`config.mk`:
```
export PLATFORM = sky130hd
export DESIGN_NAME = icu_top
export DESIGN_NICKNAME = d
export VERILOG_FILES = /design/src/rtl/icu_pkg.sv /design/src/rtl/icu_sync_edge.sv /design/src/rtl/icu_flag_bank.sv /design/src/rtl/icu_ret_stack.sv /design/src/rtl/icu_top.sv
export SDC_FILE = /design/constraint.sdc
export NUM_CORES = 1
export LEC_CHECK = 0
export CAP_MARGIN = 10
export CELL_PAD_IN_SITES_DETAIL_PLACEMENT = 1
export CELL_PAD_IN_SITES_GLOBAL_PLACEMENT = 1
export CORE_MARGIN = 8
export CORE_UTILIZATION = 30
export CTS_CLUSTER_SIZE = 12
export DETAILED_ROUTE_END_ITERATION = 12
export PLACE_DENSITY_LB_ADDON = 0.1
export SETUP_SLACK_MARGIN = 0.4
export SLEW_MARGIN = 20
export SYNTH_ARGS = -nofsm -noshare
export SYNTH_HDL_FRONTEND = slang
export SYNTH_HIERARCHICAL = 1
export SYNTH_SLANG_ARGS = --single-unit
```
`constraint.sdc`:
```
create_clock -name clk -period 3.7 [get_ports clk]
set_clock_uncertainty 0.2 [all_clocks]
set_input_delay 0.74 -clock clk [delete_from_list [all_inputs] [get_ports clk]]
set_output_delay 0.74 -clock clk [all_outputs]
set_load 0.02 [all_outputs]
```
`src/rtl/icu_pkg.sv`:
```
package icu_pkg;
  typedef enum logic [1:0] {
    RA_FLAGS = 2'd0,
    RA_MASK  = 2'd1,
    RA_CTRL  = 2'd2,
    RA_RSVD  = 2'd3
  } icu_reg_e;

  localparam int CTRL_GIE = 0;
  localparam int CTRL_PIE = 1;
endpackage

```
`src/rtl/icu_sync_edge.sv`:
```
module icu_sync_edge #(
  parameter int N = 1
) (
  input  logic         clk,
  input  logic         rst_n,
  input  logic [N-1:0] pin,
  output logic [N-1:0] rise
);
  for (genvar g = 0; g < N; g++) begin : g_pin
    logic s1_q, s2_q, prev_q;
    logic s1_d, s2_d, prev_d;

    always_comb begin
      s1_d   = pin[g];
      s2_d   = s1_q;
      prev_d = s2_q;
    end

    always_ff @(posedge clk or negedge rst_n) begin
      if (!rst_n) begin
        s1_q   <= 1'b0;
        s2_q   <= 1'b0;
        prev_q <= 1'b0;
      end else begin
        s1_q   <= s1_d;
        s2_q   <= s2_d;
        prev_q <= prev_d;
      end
    end

    assign rise[g] = s2_q & ~prev_q;
  end
endmodule

```
`src/rtl/icu_flag_bank.sv`:
```
module icu_flag_bank #(
  parameter int N = 8
) (
  input  logic         clk,
  input  logic         rst_n,
  input  logic [N-1:0] set_i,
  input  logic         wr_flag_i,
  input  logic         wr_mask_i,
  input  logic [N-1:0] wdata_i,
  output logic [N-1:0] flags_o,
  output logic [N-1:0] mask_o
);
  logic [N-1:0] flag_q, flag_d;
  logic [N-1:0] mask_q, mask_d;

  always_comb begin
    flag_d = flag_q;
    if (wr_flag_i) flag_d = flag_q & wdata_i;
    flag_d = flag_d | set_i;
    mask_d = wr_mask_i ? wdata_i : mask_q;
  end

  always_ff @(posedge clk or negedge rst_n) begin
    if (!rst_n) begin
      flag_q <= '0;
      mask_q <= '0;
    end else begin
      flag_q <= flag_d;
      mask_q <= mask_d;
    end
  end

  assign flags_o = flag_q;
  assign mask_o  = mask_q;
endmodule

```
`src/rtl/icu_ret_stack.sv`:
```
module icu_ret_stack #(
  parameter int DEPTH = 8,
  parameter int W     = 13
) (
  input  logic         clk,
  input  logic         rst_n,
  input  logic         push_i,
  input  logic         pop_i,
  input  logic [W-1:0] push_data_i,
  output logic [W-1:0] top_o
);
  localparam int PTR_W = (DEPTH > 1) ? $clog2(DEPTH) : 1;
  localparam logic [PTR_W-1:0] LAST = PTR_W'(DEPTH - 1);

  logic [W-1:0]     mem [DEPTH];
  logic [PTR_W-1:0] sp_q, sp_d;
  logic [PTR_W-1:0] sp_inc, sp_dec;

  assign sp_inc = (sp_q == LAST) ? '0 : sp_q + 1'b1;
  assign sp_dec = (sp_q == '0) ? LAST : sp_q - 1'b1;

  always_comb begin
    sp_d = sp_q;
    if (push_i)      sp_d = sp_inc;
    else if (pop_i)  sp_d = sp_dec;
  end

  always_ff @(posedge clk or negedge rst_n) begin
    if (!rst_n) sp_q <= '0;
    else        sp_q <= sp_d;
  end

  always_ff @(posedge clk) begin
    if (push_i) mem[sp_q] <= push_data_i;
  end

  assign top_o = mem[sp_dec];
endmodule

```
`src/rtl/icu_top.sv`:
```
module icu_top
  import icu_pkg::*;
#(
  parameter int NUM_CORE    = 3,
  parameter int NUM_PIN     = 1,
  parameter int NUM_PERI    = 4,
  parameter int PC_W        = 13,
  parameter int STACK_DEPTH = 8,
  parameter logic [PC_W-1:0] VECTOR = 13'h0004
) (
  input  logic                                  clk,
  input  logic                                  rst_n,
  input  logic [NUM_CORE-1:0]                   core_evt,
  input  logic [NUM_PIN-1:0]                    pin_evt,
  input  logic [NUM_PERI-1:0]                   peri_evt,
  input  logic [1:0]                            reg_addr,
  input  logic [NUM_CORE+NUM_PIN+NUM_PERI-1:0]  reg_wdata,
  input  logic                                  reg_we,
  output logic [NUM_CORE+NUM_PIN+NUM_PERI-1:0]  reg_rdata,
  input  logic                                  core_boundary,
  input  logic [PC_W-1:0]                       ret_pc,
  input  logic                                  reti,
  output logic                                  irq_req,
  output logic                                  pc_load,
  output logic [PC_W-1:0]                       pc_target
);
  localparam int NCG  = NUM_CORE + NUM_PIN;
  localparam int NSRC = NCG + NUM_PERI;

  icu_reg_e       ra;
  logic [NUM_PIN-1:0] pin_rise;
  logic [NSRC-1:0] set_vec, flags, mask, pend;
  logic           core_hit, peri_hit, take;
  logic           wr_flag, wr_mask, wr_ctrl;
  logic           gie_q, gie_d, pie_q, pie_d;
  logic           pc_load_q, pc_load_d;
  logic [PC_W-1:0] pc_target_q, pc_target_d, stack_top;

  assign ra = icu_reg_e'(reg_addr);

  icu_sync_edge #(.N(NUM_PIN)) u_sync (
    .clk  (clk),
    .rst_n(rst_n),
    .pin  (pin_evt),
    .rise (pin_rise)
  );

  assign set_vec = {peri_evt, pin_rise, core_evt};
  assign wr_flag = reg_we & (ra == RA_FLAGS);
  assign wr_mask = reg_we & (ra == RA_MASK);
  assign wr_ctrl = reg_we & (ra == RA_CTRL);

  icu_flag_bank #(.N(NSRC)) u_flags (
    .clk      (clk),
    .rst_n    (rst_n),
    .set_i    (set_vec),
    .wr_flag_i(wr_flag),
    .wr_mask_i(wr_mask),
    .wdata_i  (reg_wdata),
    .flags_o  (flags),
    .mask_o   (mask)
  );

  assign pend     = flags & mask;
  assign core_hit = |pend[NCG-1:0];
  assign peri_hit = |pend[NSRC-1:NCG];
  assign irq_req  = gie_q & (core_hit | (pie_q & peri_hit));
  assign take     = irq_req & core_boundary & ~reti;

  icu_ret_stack #(.DEPTH(STACK_DEPTH), .W(PC_W)) u_stack (
    .clk        (clk),
    .rst_n      (rst_n),
    .push_i     (take),
    .pop_i      (reti),
    .push_data_i(ret_pc),
    .top_o      (stack_top)
  );

  always_comb begin
    gie_d = gie_q;
    if (take)         gie_d = 1'b0;
    else if (reti)    gie_d = 1'b1;
    else if (wr_ctrl) gie_d = reg_wdata[CTRL_GIE];
    pie_d       = wr_ctrl ? reg_wdata[CTRL_PIE] : pie_q;
    pc_load_d   = take | reti;
    pc_target_d = take ? VECTOR : stack_top;
  end

  always_ff @(posedge clk or negedge rst_n) begin
    if (!rst_n) begin
      gie_q       <= 1'b0;
      pie_q       <= 1'b0;
      pc_load_q   <= 1'b0;
      pc_target_q <= '0;
    end else begin
      gie_q     <= gie_d;
      pie_q     <= pie_d;
      pc_load_q <= pc_load_d;
      if (pc_load_d) pc_target_q <= pc_target_d;
    end
  end

  assign pc_load   = pc_load_q;
  assign pc_target = pc_target_q;

  always_comb begin
    unique case (ra)
      RA_FLAGS: reg_rdata = flags;
      RA_MASK:  reg_rdata = mask;
      RA_CTRL:  reg_rdata = NSRC'({pie_q, gie_q});
      default:  reg_rdata = '0;
    endcase
  end
endmodule

```
==> impl_metrics.xml, run 1 <==
<?xml version="1.0" encoding="UTF-8"?>
<metrics>
  <group name="clock_tree">
    <metric name="clock-root-buffer" unit="">sky130_fd_sc_hd__clkbuf_16</metric>
    <metric name="clock_path_buffers" unit="">2</metric>
    <metric name="clock_sinks" unit="">142</metric>
    <metric name="tritoncts.num_buffers" unit="">17</metric>
    <metric name="cts_tree" unit="">done</metric>
    <metric name="htree_levels" unit="">4</metric>
    <metric name="worst_setup_hold_path_clk_slew" unit="ps">60</metric>
    <metric name="post-cts-setup-buffers" unit="">0</metric>
    <metric name="clock_insertion_delay_worst_skew" unit="ps">420</metric>
  </group>
  <group name="route">
    <metric name="routed_len_inst" unit="um">19.2</metric>
    <metric name="dr.first_iter.drc_count" unit="">191</metric>
    <metric name="post_drt_via_cell_ratio" unit="">4.67</metric>
    <metric name="ant_nets" unit="">0</metric>
    <metric name="routed-via-count" unit="">3463</metric>
    <metric name="number_of_optimization_iterations_in_the_first_detailed_route_pass" unit="">4</metric>
    <metric name="route.detailed.drc" unit="">0</metric>
    <metric name="finalWirelength" unit="um">14200</metric>
  </group>
  <group name="final_layout">
    <metric name="fin_cells" unit="">742</metric>
    <metric name="area.growth.synth_to_final" unit="%">26.3</metric>
    <metric name="final_net_count" unit="">499</metric>
    <metric name="antennaDiodeCount" unit="">0</metric>
    <metric name="final_layout_size_suffix_gt1_share" unit="%">20.1</metric>
  </group>
  <group name="critical_path">
    <metric name="timing.critical_path.from_type" unit="">primary input</metric>
    <metric name="path_max_fanout" unit="">2</metric>
    <metric name="timing.critical_path.cells" unit="">clkdlybuf4s50_1 -&gt; nor2b_1 -&gt; nand2_1 -&gt; o21ai_0 -&gt; clkdlybuf4s50_1</metric>
    <metric name="critical-path-max-stage-delay" unit="ps">640</metric>
    <metric name="critical_path.endpoint_type" unit="">primary output</metric>
    <metric name="worst_path_max_delay_cell" unit="">sky130_fd_sc_hd__clkdlybuf4s50_1</metric>
    <metric name="r2r_cells" unit="">9</metric>
    <metric name="worst_path_dominant_cell_family" unit="">buffers and inverters</metric>
    <metric name="crit_end" unit="">reg_rdata[0]</metric>
    <metric name="worstSetupPathDepth" unit="">5</metric>
    <metric name="crit_type" unit="">in -&gt; out</metric>
    <metric name="timing.critical_path.required" unit="ps">2760</metric>
    <metric name="worstReg2RegStart" unit="">u_stack/sp_q[0]</metric>
    <metric name="timing.critical_path.arrival" unit="ps">2180</metric>
    <metric name="crit_path_frequent_cell" unit="">sky130_fd_sc_hd__clkdlybuf4s50_1</metric>
    <metric name="setup.reg_to_reg.worst_slack" unit="ps">760</metric>
    <metric name="crit_path_start" unit="">reg_addr[1]</metric>
    <metric name="reg2reg_to" unit="">pc_target[12]</metric>
    <metric name="path_buf_inv" unit="">2</metric>
  </group>
  <group name="status">
    <metric name="result_of_the_run" unit="">completed</metric>
  </group>
  <group name="synthesis">
    <metric name="post_synth_main_area_contributors" unit="">sky130_fd_sc_hd__edfxtp_1 52%, sky130_fd_sc_hd__dfrtp_1 16%, sky130_fd_sc_hd__mux2i_1 10%, sky130_fd_sc_hd__o221ai_2 2.5%, sky130_fd_sc_hd__o41ai_2 2.1%</metric>
    <metric name="synth-edff-count" unit="">104</metric>
    <metric name="mapped_cell_area" unit="sq um">6060</metric>
    <metric name="synth_fp_nets" unit="">418</metric>
    <metric name="yosysUniqueCellTypes" unit="">41</metric>
    <metric name="list_of_most_frequent_post_synthesis_cells" unit="">104 x sky130_fd_sc_hd__edfxtp_1, 61 x sky130_fd_sc_hd__mux2i_1, 38 x sky130_fd_sc_hd__dfrtp_1</metric>
    <metric name="postSynthCellCount" unit="">378</metric>
    <metric name="synth_area_leader_cell" unit="">sky130_fd_sc_hd__edfxtp_1</metric>
    <metric name="synthesis_stage_register_bit_count" unit="">142</metric>
    <metric name="ys.warnings.count" unit="">6</metric>
    <metric name="dominantRegCellSynth" unit="">sky130_fd_sc_hd__edfxtp_1</metric>
    <metric name="syn-mean-instance-area" unit="sq um">16.0</metric>
    <metric name="portion_of_the_post_synthesis_area_used_by_sequential_elements" unit="%">67.2</metric>
    <metric name="synthArstFlopShare" unit="%">26.8</metric>
    <metric name="synth_largest_type_area_fraction" unit="%">51.5</metric>
    <metric name="post-synth-top-count-cell" unit="">sky130_fd_sc_hd__edfxtp_1</metric>
  </group>
  <group name="pwr">
    <metric name="power-per-cell-area" unit="nW/um^2">807</metric>
    <metric name="leakagePower" unit="nW">2.88</metric>
    <metric name="vdd.ir_drop.worst" unit="mV">0.563</metric>
    <metric name="combinationalPowerShare" unit="%">40.1</metric>
    <metric name="power.share.switching" unit="%">34.9</metric>
    <metric name="power.clock.fraction" unit="%">27.3</metric>
    <metric name="power_switching" unit="mW">2.16</metric>
    <metric name="power.internal" unit="mW">4.02</metric>
    <metric name="power.sequential.fraction" unit="%">32.6</metric>
  </group>
  <group name="timing">
    <metric name="fmax" unit="GHz">0.321</metric>
    <metric name="slew_viol_final" unit="">0</metric>
    <metric name="slew-limit-headroom" unit="%">32.3</metric>
    <metric name="worst-slew-pin-transition" unit="ps">1020</metric>
    <metric name="timing.final.hold_violations" unit="">0</metric>
    <metric name="setup_tns" unit="ps">0</metric>
    <metric name="post-route-period-util" unit="%">84.3</metric>
    <metric name="rsz_0062_raised_after_global_routing" unit="">false</metric>
    <metric name="finalCriticalPeriod" unit="ps">3120</metric>
    <metric name="report.final.setup_viol" unit="">0</metric>
  </group>
  <group name="floorplanning">
    <metric name="fp.coreArea" unit="sq um">20000</metric>
    <metric name="floorplan.die_area" unit="sq um">25000</metric>
    <metric name="row_count" unit="">52</metric>
    <metric name="ioPinCount" unit="">59</metric>
    <metric name="die-width" unit="um">158</metric>
    <metric name="initial_utilization" unit="%">30.2</metric>
    <metric name="die_height" unit="um">158</metric>
  </group>
  <group name="placed_design">
    <metric name="dp.final_hpwl" unit="um">9580</metric>
    <metric name="place.port_buffers" unit="">58</metric>
    <metric name="cell_count_after_placement" unit="">710</metric>
    <metric name="place_congestion" unit="">0.714</metric>
  </group>
  <group name="global_route">
    <metric name="grt_pass1_vias" unit="">3678</metric>
    <metric name="grt_antenna_before_repair" unit="">0</metric>
    <metric name="largest_net_degree_at_the_start_of_global_routing" unit="">39</metric>
    <metric name="overflow" unit="">0</metric>
    <metric name="grt_use_total" unit="%">12.1</metric>
    <metric name="global_route_wire_length_before_repair" unit="um">22000</metric>
  </group>
  <group name="flow_run">
    <metric name="cap_violations" unit="">0</metric>
  </group>
  <group name="worst_hold_path">
    <metric name="hold_class" unit="">reg -&gt; reg</metric>
  </group>
</metrics>
state kept, by name, summed over array words and instances, names as in the netlist:
register / count
gie_q: 1
pc_load: 1
pc_target: 13
pie_q: 1
u_flags/flags_o: 8
u_flags/mask_o: 8
u_stack/mem: 104
u_stack/sp_q: 3
u_sync/g_pin.prev_d: 1
u_sync/g_pin.prev_q: 1
u_sync/g_pin.s1_q: 1
layer usage:
metal | global-route usage (%) | up-vias | share of wire [%]
li1 | - | 1622 | -
met1 | 16.3 | 1780 | 48
met2 | 18.5 | 55 | 47
met3 | 3.33 | 6 | 4.2
met4 | 3.59 | 0 | 0.92
met5 | 0 | - | 0
area by class of cell:
cell class	instances	area, sq um
Multi-Input combinational cell	199	1800
Fill cell	2108	12400
Timing Repair Buffer	81	782
Clock buffer	17	425
Clock inverter	15	163
Tap cell	270	338
Sequential cell	142	4070
Inverter	18	70.1
timing repair:
action                                  4_1_cts  5_1_grt
hold buffers                                  0        0
endpoints found under the setup margin        2        4
resized for setup                             2        4
layout by cell type (no fill, tap or decap), types with 2 or more instances in the layout:
| master | instances |
|---|---|
| sky130_fd_sc_hd__buf_12 | 2 |
| sky130_fd_sc_hd__clkinv_2 | 2 |
| sky130_fd_sc_hd__o21ai_0 | 8 |
| sky130_fd_sc_hd__mux2i_1 | 61 |
| sky130_fd_sc_hd__inv_1 | 17 |
| sky130_fd_sc_hd__clkdlybuf4s50_1 | 52 |
| sky130_fd_sc_hd__edfxtp_1 | 104 |
| sky130_fd_sc_hd__clkinvlp_4 | 3 |
| sky130_fd_sc_hd__o41ai_2 | 8 |
| sky130_fd_sc_hd__dlymetal6s2s_1 | 3 |
| sky130_fd_sc_hd__o221ai_1 | 3 |
| sky130_fd_sc_hd__buf_4 | 20 |
| sky130_fd_sc_hd__dlygate4sd2_1 | 2 |
| sky130_fd_sc_hd__a22o_1 | 2 |
| sky130_fd_sc_hd__nand2b_1 | 8 |
| sky130_fd_sc_hd__ha_1 | 3 |
| sky130_fd_sc_hd__o221ai_2 | 10 |
| sky130_fd_sc_hd__o22a_1 | 13 |
| sky130_fd_sc_hd__nand2_1 | 22 |
| sky130_fd_sc_hd__nand3b_1 | 5 |
| sky130_fd_sc_hd__a22oi_1 | 2 |
| sky130_fd_sc_hd__nor2_1 | 13 |
| sky130_fd_sc_hd__dfrtp_1 | 38 |
| sky130_fd_sc_hd__o41ai_1 | 3 |
| sky130_fd_sc_hd__clkbuf_16 | 17 |
| sky130_fd_sc_hd__bufinv_16 | 2 |
| sky130_fd_sc_hd__nor3_2 | 2 |
| sky130_fd_sc_hd__inv_6 | 3 |
| sky130_fd_sc_hd__mux2_4 | 8 |
| sky130_fd_sc_hd__clkinv_4 | 5 |
| sky130_fd_sc_hd__a21o_1 | 9 |
cells by family after synthesis:
| group | synth area share, % |
|---|---|
| DFF | 67.2 |
| buffers and inverters | 3.30 |
| and+or+nand+nor | 4.83 |
| muxes | 12.2 |
| AOI/OAI and AO/OA | 11.6 |
| adders and majority gates | 0.826 |
power groups by stage:
stage | clock [mW] | sequential (mW) | combinational, mW
floorplan | 0 | 2.08 | 1.66
detailed placement | 0 | 2.05 | 2.54
global route | 1.81 | 2.04 | 2.68
CTS | 1.73 | 2.02 | 2.55
global placement | 0 | 2.04 | 2.51
finish | 1.69 | 2.01 | 2.48
per-stage QoR:
step / util (%) / area, sq um / hold slack (ps) / setup WS [ps] / power, mW
floorplan: - / 6060 / 131 / 526 / 3.75
global placement: 35.2 / 7060 / 148 / 436 / 4.56
detailed placement: 35.2 / 7060 / 136 / 387 / 4.58
CTS: 38.1 / 7640 / 159 / 415 / 6.29
global route: 38.2 / 7650 / 178 / 516 / 6.53
finish: 38.2 / 7650 / 153 / 581 / 6.18
worst reg2reg max path: cells and delay by family (launching register included):
family,cells,cell delay (ps)
buffers and inverters,2,310
adder cells (fa/ha/maj),2,770
AND/OR/NAND/NOR,1,200
flip-flops,1,640
multiplexers,1,230
AO/OA/AOI/OAI,3,440
worst min path at each step:
| stage | to | slack (ps) | depth (start not counted) | from |
|---|---|---|---|---|
| final | u_sync/g_pin[0].prev_d | 150 | 0 | u_sync/g_pin[0].s1_q |
| after global routing | u_sync/g_pin[0].prev_d | 180 | 0 | u_sync/g_pin[0].s1_q |
| after CTS | u_sync/g_pin[0].prev_d | 160 | 0 | u_sync/g_pin[0].s1_q |
| after detailed placement | u_sync/g_pin[0].prev_d | 140 | 0 | u_sync/g_pin[0].s1_q |
| after global placement | u_sync/g_pin[0].prev_d | 150 | 0 | u_sync/g_pin[0].s1_q |
| after floorplan | u_sync/g_pin[0].prev_d | 130 | 0 | u_sync/g_pin[0].s1_q |
Note: power is estimated with default switching activity, not from simulation.
==> run 2, diff against run 1 <==
Clock period 3.7 ns to 3.2 ns, I/O delays scaled along.
==> run 2 against run 1 <==
  * Critical path type unchanged
  * Utilization grew 0.081 points
  * Clock-buffer cell count increased by 2
  * Hold slack lost 21 ps
  * Sequential power increased by 15%
  * Largest power group unchanged
  * Critical endpoint is now reg_rdata[3]
  * First-iteration DRC count fell by 42%
  * Flip-flop and latch count is the same
  * Combinational power up 13%
  * Worst setup slack worse by 110 ps
  * Global-route usage increased by 0.10 points
==> impl_metrics.xml, run 2 (synthesis gave the netlist of run 1 again) <==
<?xml version="1.0" encoding="UTF-8"?>
<metrics>
  <group name="final_layout">
    <metric name="most-common-layout-cells" unit="">104 x sky130_fd_sc_hd__edfxtp_1, 61 x sky130_fd_sc_hd__mux2i_1, 48 x sky130_fd_sc_hd__clkdlybuf4s50_1, 38 x sky130_fd_sc_hd__dfrtp_1, 26 x sky130_fd_sc_hd__buf_4</metric>
    <metric name="mostFrequentLayoutCell" unit="">sky130_fd_sc_hd__edfxtp_1</metric>
    <metric name="final_net_count" unit="">503</metric>
    <metric name="max_reg_flops" unit="">104</metric>
    <metric name="antennaDiodeCount" unit="">0</metric>
    <metric name="largest-register" unit="">u_stack/mem</metric>
    <metric name="final_layout_size_suffix_gt1_share" unit="%">20.0</metric>
    <metric name="area.growth.synth_to_final" unit="%">26.6</metric>
  </group>
  <group name="critical_path">
    <metric name="critical_path.endpoint_type" unit="">primary output</metric>
    <metric name="path_max_fanout" unit="">12</metric>
    <metric name="crit_type" unit="">in -&gt; out</metric>
    <metric name="timing.critical_path.from_type" unit="">primary input</metric>
    <metric name="timing.critical_path.required" unit="ps">2360</metric>
    <metric name="timing.critical_path.arrival" unit="ps">1890</metric>
  </group>
  <group name="timing">
    <metric name="report.final.setup_viol" unit="">0</metric>
    <metric name="slew_viol_final" unit="">0</metric>
    <metric name="slew-limit-headroom" unit="%">41.8</metric>
    <metric name="worst-slew-pin-transition" unit="ps">872</metric>
    <metric name="fmax" unit="GHz">0.366</metric>
    <metric name="setup_tns" unit="ps">0</metric>
    <metric name="finalCriticalPeriod" unit="ps">2730</metric>
    <metric name="timing.final.hold_violations" unit="">0</metric>
    <metric name="post-route-period-util" unit="%">85.3</metric>
    <metric name="rsz_0062_raised_after_global_routing" unit="">false</metric>
  </group>
  <group name="global_route">
    <metric name="grt_use_total" unit="%">12.2</metric>
    <metric name="grt_pass1_vias" unit="">3888</metric>
    <metric name="gr-usage-met3" unit="%">3.79</metric>
    <metric name="gr-usage-met1" unit="%">14.8</metric>
    <metric name="largest_net_degree_at_the_start_of_global_routing" unit="">39</metric>
    <metric name="global_route.usage.met2" unit="%">20.2</metric>
    <metric name="overflow" unit="">0</metric>
    <metric name="grt_antenna_before_repair" unit="">0</metric>
    <metric name="global_route_hottest_layer" unit="">met2</metric>
    <metric name="global_route_wire_length_before_repair" unit="um">22700</metric>
  </group>
  <group name="placed_design">
    <metric name="place_congestion" unit="">0.740</metric>
    <metric name="place.port_buffers" unit="">58</metric>
    <metric name="dp.final_hpwl" unit="um">9860</metric>
  </group>
  <group name="clock_tree">
    <metric name="post-cts-setup-buffers" unit="">0</metric>
    <metric name="clock_insertion_delay_worst_skew" unit="ps">420</metric>
    <metric name="worst_setup_hold_path_clk_slew" unit="ps">60</metric>
    <metric name="tritoncts.num_buffers" unit="">17</metric>
    <metric name="cts_tree" unit="">done</metric>
    <metric name="htree_levels" unit="">4</metric>
    <metric name="clock-root-buffer" unit="">sky130_fd_sc_hd__clkbuf_16</metric>
    <metric name="clock_sinks" unit="">142</metric>
    <metric name="clock_path_buffers" unit="">2</metric>
    <metric name="total_of_hold_buffers_inserted_after_clock_tree_synthesis" unit="">0</metric>
  </group>
  <group name="status">
    <metric name="result_of_the_run" unit="">completed</metric>
  </group>
  <group name="pwr">
    <metric name="power-per-cell-area" unit="nW/um^2">937</metric>
    <metric name="leakagePower" unit="nW">2.89</metric>
    <metric name="power.total" unit="mW">7.19</metric>
    <metric name="vdd.ir_drop.worst" unit="mV">0.386</metric>
  </group>
  <group name="flow_run">
    <metric name="cap_violations" unit="">0</metric>
  </group>
  <group name="floorplanning">
    <metric name="die_height" unit="um">158</metric>
    <metric name="row_count" unit="">52</metric>
    <metric name="fp.coreArea" unit="sq um">20000</metric>
    <metric name="die-width" unit="um">158</metric>
    <metric name="initial_utilization" unit="%">30.2</metric>
    <metric name="ioPinCount" unit="">59</metric>
    <metric name="floorplan.die_area" unit="sq um">25000</metric>
  </group>
  <group name="route">
    <metric name="routed-via-count" unit="">3443</metric>
    <metric name="dr.first_iter.drc_count" unit="">110</metric>
    <metric name="finalWirelength" unit="um">14300</metric>
    <metric name="ant_nets" unit="">0</metric>
    <metric name="post_drt_via_cell_ratio" unit="">4.62</metric>
    <metric name="route.detailed.drc" unit="">0</metric>
    <metric name="number_of_optimization_iterations_in_the_first_detailed_route_pass" unit="">4</metric>
    <metric name="routed_len_inst" unit="um">19.2</metric>
  </group>
  <group name="worst_hold_path">
    <metric name="hold_class" unit="">in -&gt; async</metric>
  </group>
</metrics>
run 2: cell types whose count changed in the layout (fill, tap and decap cells not counted):
cell                              delta
sky130_fd_sc_hd__clkdlybuf4s15_1     +1
sky130_fd_sc_hd__clkbuf_1            +2
sky130_fd_sc_hd__clkinv_4            -5
sky130_fd_sc_hd__bufinv_16           +2
sky130_fd_sc_hd__clkinvlp_4          -3
sky130_fd_sc_hd__dlymetal6s2s_1      -3
sky130_fd_sc_hd__clkdlybuf4s50_1     -4
sky130_fd_sc_hd__buf_4               +6
sky130_fd_sc_hd__buf_12              -2
sky130_fd_sc_hd__clkinv_1            +2
sky130_fd_sc_hd__dlygate4sd2_1       +6
sky130_fd_sc_hd__inv_6               +2
run 2: metrics by stage:
stage	std cells	utilization [%]	hold WS [ps]	worst slack, ps	instance area, sq um
finish	746	38.3	132	469	7670
CTS	746	38.3	156	427	7670
global placement	714	35.2	139	192	7060
global route	746	38.3	167	405	7670
floorplan	378	-	131	469	6070
detailed placement	714	35.2	147	181	7060
run 2: where the power goes:
part	switching, mW	leakage, nW	internal, mW
combinational	1.55	1.21	1.26
sequential	0.112	1.37	2.20
clock	0.755	0.302	1.31
total	2.42	2.89	4.77
run 2: final cells by class:
type	count	area, sq um
fillers	2086	12400
repair buffers	85	772
flip-flops and latches	142	4070
clock buffers	19	433
inverters	18	70.1
clock inverters	13	181
well taps	270	338
multi-input cells	199	1800
run 2: repair_timing:
action / CTS / global route
gates resized for setup: 9 / 2
setup endpoints to repair: 9 / 6
gates cloned: 0 / 0
hold endpoints to repair: 0 / 0
run 2: worst max-delay path, stage by stage:
cell	delay [ps]
sky130_fd_sc_hd__clkdlybuf4s50_1	470
sky130_fd_sc_hd__buf_6	170
sky130_fd_sc_hd__mux2i_1	220
sky130_fd_sc_hd__nor2_1	70
sky130_fd_sc_hd__dlygate4sd2_1	320
run 2: final timing paths:
| kind | start | depth (start not counted) | end | slack (ps) |
|---|---|---|---|---|
| max | reg_addr[0] | 5 | reg_rdata[3] | 470 |
| min | rst_n | 1 | u_flags/flags_o[6] | 130 |
| max reg2reg | u_stack/sp_q[1] | 9 | pc_target[11] | 610 |
| min reg2reg | u_sync/g_pin[0].s1_q | 0 | u_sync/g_pin[0].prev_d | 160 |
| max in group asynchronous | rst_n | 1 | u_flags/flags_o[2] | 2100 |
| min in group clk | u_sync/g_pin[0].s1_q | 0 | u_sync/g_pin[0].prev_d | 160 |
run 2: layer usage:
metal | share of wire, % | wire (um)
met1 | 45 | 6470
met5 | 0 | 0
met2 | 49 | 6970
met4 | 1.3 | 186
met3 | 4.9 | 705
